===== src/rtl/sbus_pkg.sv =====
package sbus_pkg;
  localparam int BYTE_W = 8;
  localparam int WORD_W = 2 * BYTE_W;

  typedef enum logic {
    LNK_IDLE = 1'b0,
    LNK_RUN  = 1'b1
  } lnk_state_e;
endpackage


===== src/rtl/sbus_bit_clock.sv =====
module sbus_bit_clock #(
  parameter int SUB_CLKS = 16
) (
  input  logic       clk,
  input  logic       rst_n,
  input  logic       restart,
  output logic [1:0] third,
  output logic       bit_end
);
  localparam int SUB_W = (SUB_CLKS > 1) ? $clog2(SUB_CLKS) : 1;

  logic [SUB_W-1:0] sub_q, sub_n;
  logic [1:0]       third_q, third_n;
  logic             sub_wrap;

  assign sub_wrap = (sub_q == SUB_W'(SUB_CLKS - 1));
  assign third    = third_q;
  assign bit_end  = sub_wrap && (third_q == 2'd2);

  always_comb begin
    sub_n   = sub_q;
    third_n = third_q;
    if (restart) begin
      sub_n   = '0;
      third_n = 2'd0;
    end else if (sub_wrap) begin
      sub_n   = '0;
      third_n = (third_q == 2'd2) ? 2'd0 : third_q + 2'd1;
    end else begin
      sub_n = sub_q + 1'b1;
    end
  end

  always_ff @(posedge clk or negedge rst_n) begin
    if (!rst_n) begin
      sub_q   <= '0;
      third_q <= 2'd0;
    end else begin
      sub_q   <= sub_n;
      third_q <= third_n;
    end
  end
endmodule


===== src/rtl/sbus_cmd_reg.sv =====
module sbus_cmd_reg
  import sbus_pkg::*;
#(
  parameter int DATA_MAX = 16
) (
  input  logic                clk,
  input  logic                rst_n,
  input  logic                wr_en,
  input  logic                wr_hi,
  input  logic [BYTE_W-1:0]   wr_byte,
  input  logic                cs_n,
  input  logic                ferr,
  input  logic                take,
  output logic [DATA_MAX-1:0] cmd_word,
  output logic                ready,
  output logic                te,
  output logic                overrun
);
  logic [BYTE_W-1:0] hi_q, hi_n, lo_q, lo_n;
  logic              full_q, full_n, armed_q, armed_n;
  logic              ovr_q, ovr_n, cs_q;
  logic              cs_rise;
  logic [WORD_W-1:0] both;

  assign cs_rise  = cs_n && !cs_q;
  assign both     = {hi_q, lo_q};
  assign cmd_word = both[DATA_MAX-1:0];
  assign ready    = full_q && armed_q;
  assign te       = !full_q;
  assign overrun  = ovr_q;

  always_comb begin
    hi_n    = hi_q;
    lo_n    = lo_q;
    full_n  = full_q;
    armed_n = armed_q;
    ovr_n   = ovr_q;
    if (take) begin
      full_n  = 1'b0;
      armed_n = 1'b0;
    end else if (cs_rise && full_q && !armed_q) begin
      if (ferr) full_n  = 1'b0;
      else      armed_n = 1'b1;
    end
    if (wr_en) begin
      if (full_q) begin
        ovr_n = 1'b1;
      end else if (wr_hi) begin
        hi_n = wr_byte;
      end else begin
        lo_n   = wr_byte;
        full_n = 1'b1;
      end
    end
  end

  always_ff @(posedge clk or negedge rst_n) begin
    if (!rst_n) begin
      hi_q    <= '0;
      lo_q    <= '0;
      full_q  <= 1'b0;
      armed_q <= 1'b0;
      ovr_q   <= 1'b0;
      cs_q    <= 1'b1;
    end else begin
      hi_q    <= hi_n;
      lo_q    <= lo_n;
      full_q  <= full_n;
      armed_q <= armed_n;
      ovr_q   <= ovr_n;
      cs_q    <= cs_n;
    end
  end

  assert_sticky_overrun_R10: assert property (@(posedge clk) disable iff (!rst_n)
    $past(ovr_q) |-> ovr_q);
  assert_ignored_write_R10: assert property (@(posedge clk) disable iff (!rst_n)
    (wr_en && !te) |=> $stable(cmd_word));
endmodule


===== src/rtl/sbus_link.sv =====
module sbus_link
  import sbus_pkg::*;
#(
  parameter int                      DATA_MAX = 16,
  parameter int                      CRC_MAX  = 4,
  parameter logic [CRC_MAX-1:0]      POLY     = 4'h3,
  localparam int                     DL_W     = $clog2(DATA_MAX + 1),
  localparam int                     CL_W     = $clog2(CRC_MAX + 1)
) (
  input  logic                clk,
  input  logic                rst_n,
  input  logic                start,
  input  logic [DATA_MAX-1:0] cmd_word,
  input  logic [DL_W-1:0]     cfg_dlen,
  input  logic [CL_W-1:0]     cfg_clen,
  input  logic [1:0]          third,
  input  logic                bit_end,
  input  logic                ret_line,
  output logic                busy,
  output logic                frame_n,
  output logic                tx_line,
  output logic                done,
  output logic [DATA_MAX-1:0] res_data,
  output logic                res_err
);
  localparam int SLOT_W = $clog2(DATA_MAX + CRC_MAX + 2);

  lnk_state_e          st_q, st_n;
  logic [SLOT_W-1:0]   slot_q, slot_n;
  logic [DL_W-1:0]     dl_q, dl_n;
  logic [CL_W-1:0]     cl_q, cl_n;
  logic [DATA_MAX-1:0] txsh_q, txsh_n, rxsh_q, rxsh_n;
  logic [CRC_MAX-1:0]  ctx_q, ctx_n, crx_q, crx_n, pal_q, pal_n;
  logic                err_q, err_n;
  logic                in_data, in_crc, last, cur_bit, run, tx_low;

  function automatic logic [CRC_MAX-1:0] crc_step(input logic [CRC_MAX-1:0] c,
                                                  input logic b,
                                                  input logic [CRC_MAX-1:0] p);
    crc_step = (c << 1) ^ ((b ^ c[CRC_MAX-1]) ? p : '0);
  endfunction

  assign run     = (st_q == LNK_RUN);
  assign in_data = (slot_q != '0) && (slot_q <= SLOT_W'(dl_q));
  assign in_crc  = (slot_q > SLOT_W'(dl_q));
  assign last    = (slot_q == SLOT_W'(dl_q) + SLOT_W'(cl_q));
  assign cur_bit = in_data ? txsh_q[DATA_MAX-1] : ctx_q[CRC_MAX-1];
  assign tx_low  = run && (slot_q != '0) &&
                   ((third == 2'd0) || ((third == 2'd1) && !cur_bit));
  assign tx_line = !tx_low;
  assign frame_n = !run;
  assign busy    = run;
  assign done    = run && bit_end && last;
  assign res_data = rxsh_n;
  assign res_err  = err_n;

  always_comb begin
    st_n   = st_q;
    slot_n = slot_q;
    dl_n   = dl_q;
    cl_n   = cl_q;
    txsh_n = txsh_q;
    rxsh_n = rxsh_q;
    ctx_n  = ctx_q;
    crx_n  = crx_q;
    pal_n  = pal_q;
    err_n  = err_q;
    if (!run) begin
      if (start) begin
        st_n   = LNK_RUN;
        slot_n = '0;
        dl_n   = cfg_dlen;
        cl_n   = cfg_clen;
        txsh_n = cmd_word << (DL_W'(DATA_MAX) - cfg_dlen);
        rxsh_n = '0;
        ctx_n  = '0;
        crx_n  = '0;
        pal_n  = POLY << (CL_W'(CRC_MAX) - cfg_clen);
        err_n  = 1'b0;
      end
    end else if (bit_end) begin
      if (in_data) begin
        txsh_n = txsh_q << 1;
        ctx_n  = crc_step(ctx_q, cur_bit, pal_q);
        rxsh_n = {rxsh_q[DATA_MAX-2:0], ret_line};
        crx_n  = crc_step(crx_q, ret_line, pal_q);
      end else if (in_crc) begin
        ctx_n = ctx_q << 1;
        err_n = err_q | (ret_line ^ crx_q[CRC_MAX-1]);
        crx_n = crx_q << 1;
      end
      if (last) st_n = LNK_IDLE;
      else      slot_n = slot_q + 1'b1;
    end
  end

  always_ff @(posedge clk or negedge rst_n) begin
    if (!rst_n) begin
      st_q   <= LNK_IDLE;
      slot_q <= '0;
      dl_q   <= '0;
      cl_q   <= '0;
      txsh_q <= '0;
      rxsh_q <= '0;
      ctx_q  <= '0;
      crx_q  <= '0;
      pal_q  <= '0;
      err_q  <= 1'b0;
    end else begin
      st_q   <= st_n;
      slot_q <= slot_n;
      dl_q   <= dl_n;
      cl_q   <= cl_n;
      txsh_q <= txsh_n;
      rxsh_q <= rxsh_n;
      ctx_q  <= ctx_n;
      crx_q  <= crx_n;
      pal_q  <= pal_n;
      err_q  <= err_n;
    end
  end

  assert_pulse_starts_bit_R3: assert property (@(posedge clk) disable iff (!rst_n)
    $fell(tx_line) |-> (third == 2'd0));
  assert_frame_ends_on_bit_R1: assert property (@(posedge clk) disable iff (!rst_n)
    $rose(frame_n) |-> $past(bit_end));
endmodule


===== src/rtl/sbus_frame_engine.sv =====
module sbus_frame_engine
  import sbus_pkg::*;
#(
  parameter int                 DATA_MAX = 16,
  parameter int                 CRC_MAX  = 4,
  parameter logic [CRC_MAX-1:0] POLY     = 4'h3,
  parameter int                 SUB_CLKS = 16,
  parameter int                 GAP_W    = 8,
  localparam int                DL_W     = $clog2(DATA_MAX + 1),
  localparam int                CL_W     = $clog2(CRC_MAX + 1)
) (
  input  logic                clk,
  input  logic                rst_n,
  input  logic                wr_en,
  input  logic                wr_hi,
  input  logic [BYTE_W-1:0]   wr_byte,
  input  logic                cs_n,
  input  logic                ferr,
  input  logic                rd_en,
  input  logic [DL_W-1:0]     cfg_dlen,
  input  logic [CL_W-1:0]     cfg_clen,
  input  logic [GAP_W-1:0]    cfg_gap,
  input  logic                ret_line,
  output logic                frame_n,
  output logic                tx_line,
  output logic                te,
  output logic                rne,
  output logic                overrun,
  output logic [DATA_MAX-1:0] rx_data,
  output logic                rx_err
);
  logic [1:0]          rst_sync_q;
  logic                rst_s_n;
  logic [DATA_MAX-1:0] cmd_word, res_data;
  logic                ready, busy, done, res_err, start, bit_end, gap_ok;
  logic [1:0]          third;
  logic [GAP_W-1:0]    gap_q, gap_n;
  logic                rne_q, rne_n, err_q, err_n;
  logic [DATA_MAX-1:0] dat_q, dat_n;

  always_ff @(posedge clk or negedge rst_n) begin
    if (!rst_n) rst_sync_q <= 2'b00;
    else        rst_sync_q <= {rst_sync_q[0], 1'b1};
  end
  assign rst_s_n = rst_sync_q[1];

  assign gap_ok = (gap_q >= cfg_gap);
  assign start  = !busy && ready && gap_ok;

  sbus_cmd_reg #(.DATA_MAX(DATA_MAX)) u_cmd (
    .clk(clk), .rst_n(rst_s_n), .wr_en(wr_en), .wr_hi(wr_hi), .wr_byte(wr_byte),
    .cs_n(cs_n), .ferr(ferr), .take(start), .cmd_word(cmd_word), .ready(ready),
    .te(te), .overrun(overrun));

  sbus_bit_clock #(.SUB_CLKS(SUB_CLKS)) u_bclk (
    .clk(clk), .rst_n(rst_s_n), .restart(start || done), .third(third),
    .bit_end(bit_end));

  sbus_link #(.DATA_MAX(DATA_MAX), .CRC_MAX(CRC_MAX), .POLY(POLY)) u_link (
    .clk(clk), .rst_n(rst_s_n), .start(start), .cmd_word(cmd_word),
    .cfg_dlen(cfg_dlen), .cfg_clen(cfg_clen), .third(third), .bit_end(bit_end),
    .ret_line(ret_line), .busy(busy), .frame_n(frame_n), .tx_line(tx_line),
    .done(done), .res_data(res_data), .res_err(res_err));

  always_comb begin
    gap_n = gap_q;
    rne_n = rne_q;
    err_n = err_q;
    dat_n = dat_q;
    if (done) begin
      gap_n = '0;
      rne_n = 1'b1;
      err_n = res_err;
      dat_n = res_err ? '0 : res_data;
    end else begin
      if (!busy && bit_end && (gap_q != {GAP_W{1'b1}})) gap_n = gap_q + 1'b1;
      if (rd_en) rne_n = 1'b0;
    end
  end

  always_ff @(posedge clk or negedge rst_s_n) begin
    if (!rst_s_n) begin
      gap_q <= {GAP_W{1'b1}};
      rne_q <= 1'b0;
      err_q <= 1'b0;
      dat_q <= '0;
    end else begin
      gap_q <= gap_n;
      rne_q <= rne_n;
      err_q <= err_n;
      dat_q <= dat_n;
    end
  end

  assign rne     = rne_q;
  assign rx_err  = err_q;
  assign rx_data = dat_q;

  assert_gap_before_launch_R9: assert property (@(posedge clk) disable iff (!rst_s_n)
    $fell(frame_n) |-> $past(gap_ok));
  assert_launch_needs_arm_R8: assert property (@(posedge clk) disable iff (!rst_s_n)
    $fell(frame_n) |-> $past(ready));
  assert_launch_frees_cmd_R7: assert property (@(posedge clk) disable iff (!rst_s_n)
    $fell(frame_n) |-> te);
  assert_rne_at_frame_end_R11: assert property (@(posedge clk) disable iff (!rst_s_n)
    $rose(rne) |-> $rose(frame_n));
  assert_zero_on_err_R6: assert property (@(posedge clk) disable iff (!rst_s_n)
    rx_err |-> (rx_data == '0));
endmodule


===== config.mk =====
export PLATFORM = sky130hd
export DESIGN_NAME = sbus_frame_engine
export DESIGN_NICKNAME = d
export VERILOG_FILES = /design/src/rtl/sbus_pkg.sv /design/src/rtl/sbus_bit_clock.sv /design/src/rtl/sbus_cmd_reg.sv /design/src/rtl/sbus_link.sv /design/src/rtl/sbus_frame_engine.sv
export SDC_FILE = /design/constraint.sdc
export NUM_CORES = 1
export LEC_CHECK = 0
export BUFFER_PORTS_ARGS = -buffer_cell sky130_fd_sc_hd__buf_2
export CORE_ASPECT_RATIO = 1.25
export CORE_MARGIN = 2
export CORE_UTILIZATION = 35
export DETAILED_ROUTE_END_ITERATION = 10
export PLACE_DENSITY_LB_ADDON = 0.3
export SLEW_MARGIN = 40
export SYNTH_ARGS = -nofsm -noshare
export SYNTH_HDL_FRONTEND = slang
export SYNTH_SLANG_ARGS = --single-unit

===== constraint.sdc =====
create_clock -name clk -period 5.9 [get_ports clk]
set_input_delay 0.295 -clock clk [delete_from_list [all_inputs] [get_ports clk]]
set_output_delay 0.295 -clock clk [all_outputs]
set_load 0.02 [all_outputs]

==> impl_table.tex <==
\begin{tabular}{lr}
\hline
Metric & Value \\
\hline
\multicolumn{2}{l}{\textbf{Outcome}} \\
\quad Run status & finished, final reports clean \\
\multicolumn{2}{l}{\textbf{Pwr}} \\
\quad Internal power of the cells & 0.00168 W \\
\quad Psw & 0.000563 W \\
\quad Peak supply drop & 0.206 mV \\
\quad Total leakage power & 3.36 nW \\
\quad Share of power burned in combinational logic & 13.3\% \\
\quad Switching part of the total & 25.1\% \\
\quad Sequential power share & 40.9\% \\
\quad Share of power burned in the clock network & 45.8\% \\
\quad Pwr per Cell Area & 307 mW/mm2 \\
\multicolumn{2}{l}{\textbf{Global route}} \\
\quad Number of antenna violations at the first check in global routing & 0 \\
\quad Largest net degree at the start of global routing & 64 \\
\quad Aggregate global-route resource usage & 16.0\% \\
\quad Via count of the first global-routing pass & 4,783 \\
\quad First-pass GRT wire length & 24.0 mm \\
\quad Overflow after GRT & 0 \\
\multicolumn{2}{l}{\textbf{Route}} \\
\quad Initial detailed-routing violation count & 252 \\
\quad Total vias in the final route & 4,582 \\
\quad Detail-routed via count per cell & 5.27 \\
\quad Final wirelength & 14.2 mm \\
\quad Post-route DRC violation count & 0 \\
\quad Pre-antenna DRT Iters & 6 \\
\quad Post-route antenna net violation count & 0 \\
\quad Routed length per placed instance & 16.3 um \\
\multicolumn{2}{l}{\textbf{Logic synthesis}} \\
\quad Mean Syn Cell Area & 10.7 um2 \\
\quad YS warnings & 0 \\
\quad Post-synthesis async set-or-reset flop share & 100\% \\
\quad Top\_reg\_cell synth & dfrtp\_1 \\
\quad Total nets after synthesis & 638 \\
\quad Yosys reg bits & 113 \\
\quad Post-synthesis sequential area ratio & 45.6\% \\
\quad Share of Yosys cell area claimed by the top area cell type & 41.8\% \\
\quad Synth Instances & 582 \\
\quad Number of enable flip-flop cells after synthesis & 0 \\
\quad Synth area leader & dfrtp\_1 \\
\quad Unique masters post-synth & 74 \\
\quad Top cells by area, synth & dfrtp\_1 42\%, mux4\_2 4.7\%, ha\_1 4.6\%, mux2\_2 4.0\%, dfstp\_2 3.8\% \\
\quad Netlist Area Pre-Place & 0.00622 mm2 \\
\multicolumn{2}{l}{\textbf{Die}} \\
\quad Horizontal die dimension & 123 um \\
\quad Initial Util & 35.7\% \\
\quad Die height & 153 um \\
\quad Std cell rows & 54 \\
\quad Top Ports & 54 \\
\quad Area inside the core boundary & 0.0174 mm2 \\
\quad Die outline area & 0.0189 mm2 \\
\multicolumn{2}{l}{\textbf{Placement}} \\
\quad Gp weighted congestion & 0.846 \\
\quad Number of instances in the placed design & 836 \\
\quad Port Buf Inserts & 53 \\
\quad Detailed placement HPWL & 9.97 mm \\
\multicolumn{2}{l}{\textbf{Clocking}} \\
\quad CTS Buffer Depth & 2 \\
\quad Clock latency on the worst-skew pair & 0.40 ns \\
\quad Number of levels in the clock H-tree & 4 \\
\quad Number of buffers added for setup after CTS & 0 \\
\quad Clock tree from TritonCTS & done \\
\quad Sink Count & 113 \\
\quad CTS Root Cell & clkbuf\_16 \\
\quad Clock-pin slew of the registers on the worst-case setup and hold paths & 0.05 ns \\
\quad Clock buffers created by TritonCTS & 17 \\
\multicolumn{2}{l}{\textbf{STA}} \\
\quad Fin Setup TNS & 0 ns \\
\quad Fin crit share & 50.9\% \\
\quad Final setup violation count & 0 \\
\quad Setup repair after global routing missed its margin & false \\
\quad Fmax & 333 MHz \\
\quad Worst relative slew slack & 49.8\% \\
\quad Final min period & 3.00 ns \\
\quad Maximum clock skew at final layout & 0.0104 ns \\
\quad Endpoints failing hold & 0 \\
\quad Slew at the pin closest to its max-slew limit & 0.749 ns \\
\quad Final Max Slew Viols & 0 \\
\multicolumn{2}{l}{\textbf{Finish}} \\
\quad Fraction of layout cells with a size suffix above 1 & 26.2\% \\
\quad Fill cell count & 1,734 \\
\quad Area growth syn-to-layout & 17.7\% \\
\quad Diode insertion count for antenna repair & 0 \\
\quad Number of nets in the layout & 689 \\
\quad Final core area utilization & 42.0\% \\
\quad Post-layout instance count excluding filler cells & 870 \\
\multicolumn{2}{l}{\textbf{Setup path}} \\
\quad WP data arrival & 2.71 ns \\
\quad Maximum fanout encountered on the critical timing path & 10 \\
\quad Critical path class & reg2out \\
\quad Crit path launch type & register \\
\quad Type of destination of the critical path & output pin \\
\quad Worst path required time & 5.61 ns \\
\multicolumn{2}{l}{\textbf{Job}} \\
\quad MaxCap Viol Count & 0 \\
\multicolumn{2}{l}{\textbf{Worst hold path}} \\
\quad Hold crit path type & in2reg \\
\hline
\end{tabular}
==> cell families (layout without fill, tap and decap cells) <==
kind of cell | count (synthesis) | after routing | share of synthesized area [%]
simple gates | 172 | 172 | 14.5
compound gates | 120 | 120 | 15.0
flops | 113 | 113 | 45.6
buf+inv | 81 | 145 | 5.35
mux | 42 | 42 | 9.88
xor+xnor | 29 | 29 | 4.57
fa+ha+maj | 24 | 24 | 4.95
other cells | 1 | 1 | 0.0603
==> worst max-delay path, cell delays in order, from the launching register on <==
cell	delay [ns]
dfrtp_1	0.45
inv_1	0.10
ha_1	0.18
nand2b_1	0.14
a211o_1	0.35
a31o_1	0.30
nand2_1	0.10
nand2_1	0.06
a2111o_1	0.43
buf_2	0.18
==> through the flow <==
step	cell area [um2]	hold WS, ns	setup slack [ns]	power (W)
finish	7320	0.0646	2.90	0.00225
global route	7320	0.0594	2.74	0.00234
CTS	7310	0.0529	2.88	0.00227
detailed placement	6690	0.0831	2.95	0.00123
global placement	6670	0.0820	2.93	0.00121
floorplan	6220	-0.000591	2.53	0.00113
==> layout by cell type, fill, tap and decap left out, types with 4 or more instances in the layout <==
cell	n
dfrtp_1	102
a21o_1	5
o2bb2ai_2	9
mux2_2	22
mux2i_1	4
o2bb2ai_1	7
and3_1	6
nand2_1	51
clkbuf_16	17
nand3_1	36
clkbuf_8	5
buf_2	53
a31oi_1	19
ha_1	23
a22o_1	4
a21oi_1	13
dfstp_2	9
o21ai_1	20
clkinv_2	4
mux4_2	13
o31ai_1	4
inv_1	54
nor3_1	23
nand2b_1	4
nor2_1	24
o21ai_0	10
xnor2_1	6
xor2_1	18
==> routing by layer <==
layer  part of all wire, %  vias to the layer above  global-route usage [%]
li1                      -                     2190                       -
met1                    44                     2279                    20.0
met2                    51                       88                    26.8
met3                   2.8                       25                    3.32
met4                   2.2                        0                    6.33
met5                     0                        -                       0
==> cell usage after synthesis, types with 4 or more instances <==
library cell    n
dfrtp_1       104
inv_1          54
nand2_1        52
nand3_1        36
nor2_1         24
ha_1           23
nor3_1         23
mux2_2         22
o21ai_1        20
a31oi_1        19
xor2_1         19
a21oi_1        13
mux4_2         13
buf_2          11
clkbuf_1       11
o21ai_0        10
dfstp_2         9
o2bb2ai_2       9
o2bb2ai_1       7
xnor2_1         7
and3_1          6
a21o_1          5
a22o_1          4
mux2i_1         4
nand2b_1        4
o31ai_1         4
==> registers in the layout (all words and copies together), names as in the netlist, 2 cells and up <==
| signal | flops |
|---|---|
| u_link.crx_q | 4 |
| u_link.txsh_q | 16 |
| rst_sync_q | 2 |
| u_link.rxsh_q | 16 |
| u_bclk.third | 2 |
| u_bclk.sub_q | 4 |
| u_link.slot_q | 5 |
| u_link.dl_q | 5 |
| u_link.cl_q | 3 |
| rx_data | 16 |
| u_link.ctx_q | 4 |
| u_cmd.lo_q | 8 |
| u_link.pal_q | 4 |
| gap_q | 8 |
| u_cmd.hi_q | 8 |
==> path summary, 6_finish.rpt <==
path | from | end | slack (ns) | cells past startpoint
max in group asynchronous | rst_sync_q[1]$_DFF_PN0_ | u_link.busy$_DFF_PN0_ | 4.51 | 1
setup reg to reg | u_link.slot_q[0]$_DFFE_PN0P_ | u_link.txsh_q[7]$_DFFE_PN0P_ | 2.99 | 8
hold / removal | rd_en | rne$_DFFE_PN0P_ | 0.06 | 2
hold reg to reg | rst_sync_q[1]$_DFF_PN0_ | u_cmd.full_q$_DFF_PN0_ | 0.36 | 0
min in group asynchronous | rst_n | rst_sync_q[0]$_DFF_PN0_ | 0.20 | 2
setup / recovery | u_link.slot_q[0]$_DFFE_PN0P_ | tx_line | 2.90 | 9
==> power groups by stage <==
stage | sequential (W) | combinational [W] | clock [W]
floorplan | 0.000902 | 0.000233 | 0
global placement | 0.000924 | 0.000291 | 0
detailed placement | 0.000930 | 0.000298 | 0
CTS | 0.000919 | 0.000301 | 0.00105
global route | 0.000930 | 0.000330 | 0.00108
finish | 0.000920 | 0.000299 | 0.00103
==> final cells by class <==
cell class              count  area (um2)  share of cell area (%)
repair buffers             58         312                    4.25
clock inverters             9         104                    1.42
flip-flops and latches    113        2840                    38.8
clock buffers              23         498                    6.80
inverters                  55         206                    2.82
multi-input cells         388        3080                    42.0
well taps                 224         280                    3.83
==> what timing repair did <==
item                      CTS  global route
hold endpoints to repair    3             0
gates resized for setup     0             0
hold buffers                2             0
No activity file was read; power rests on OpenSTA's default activity.
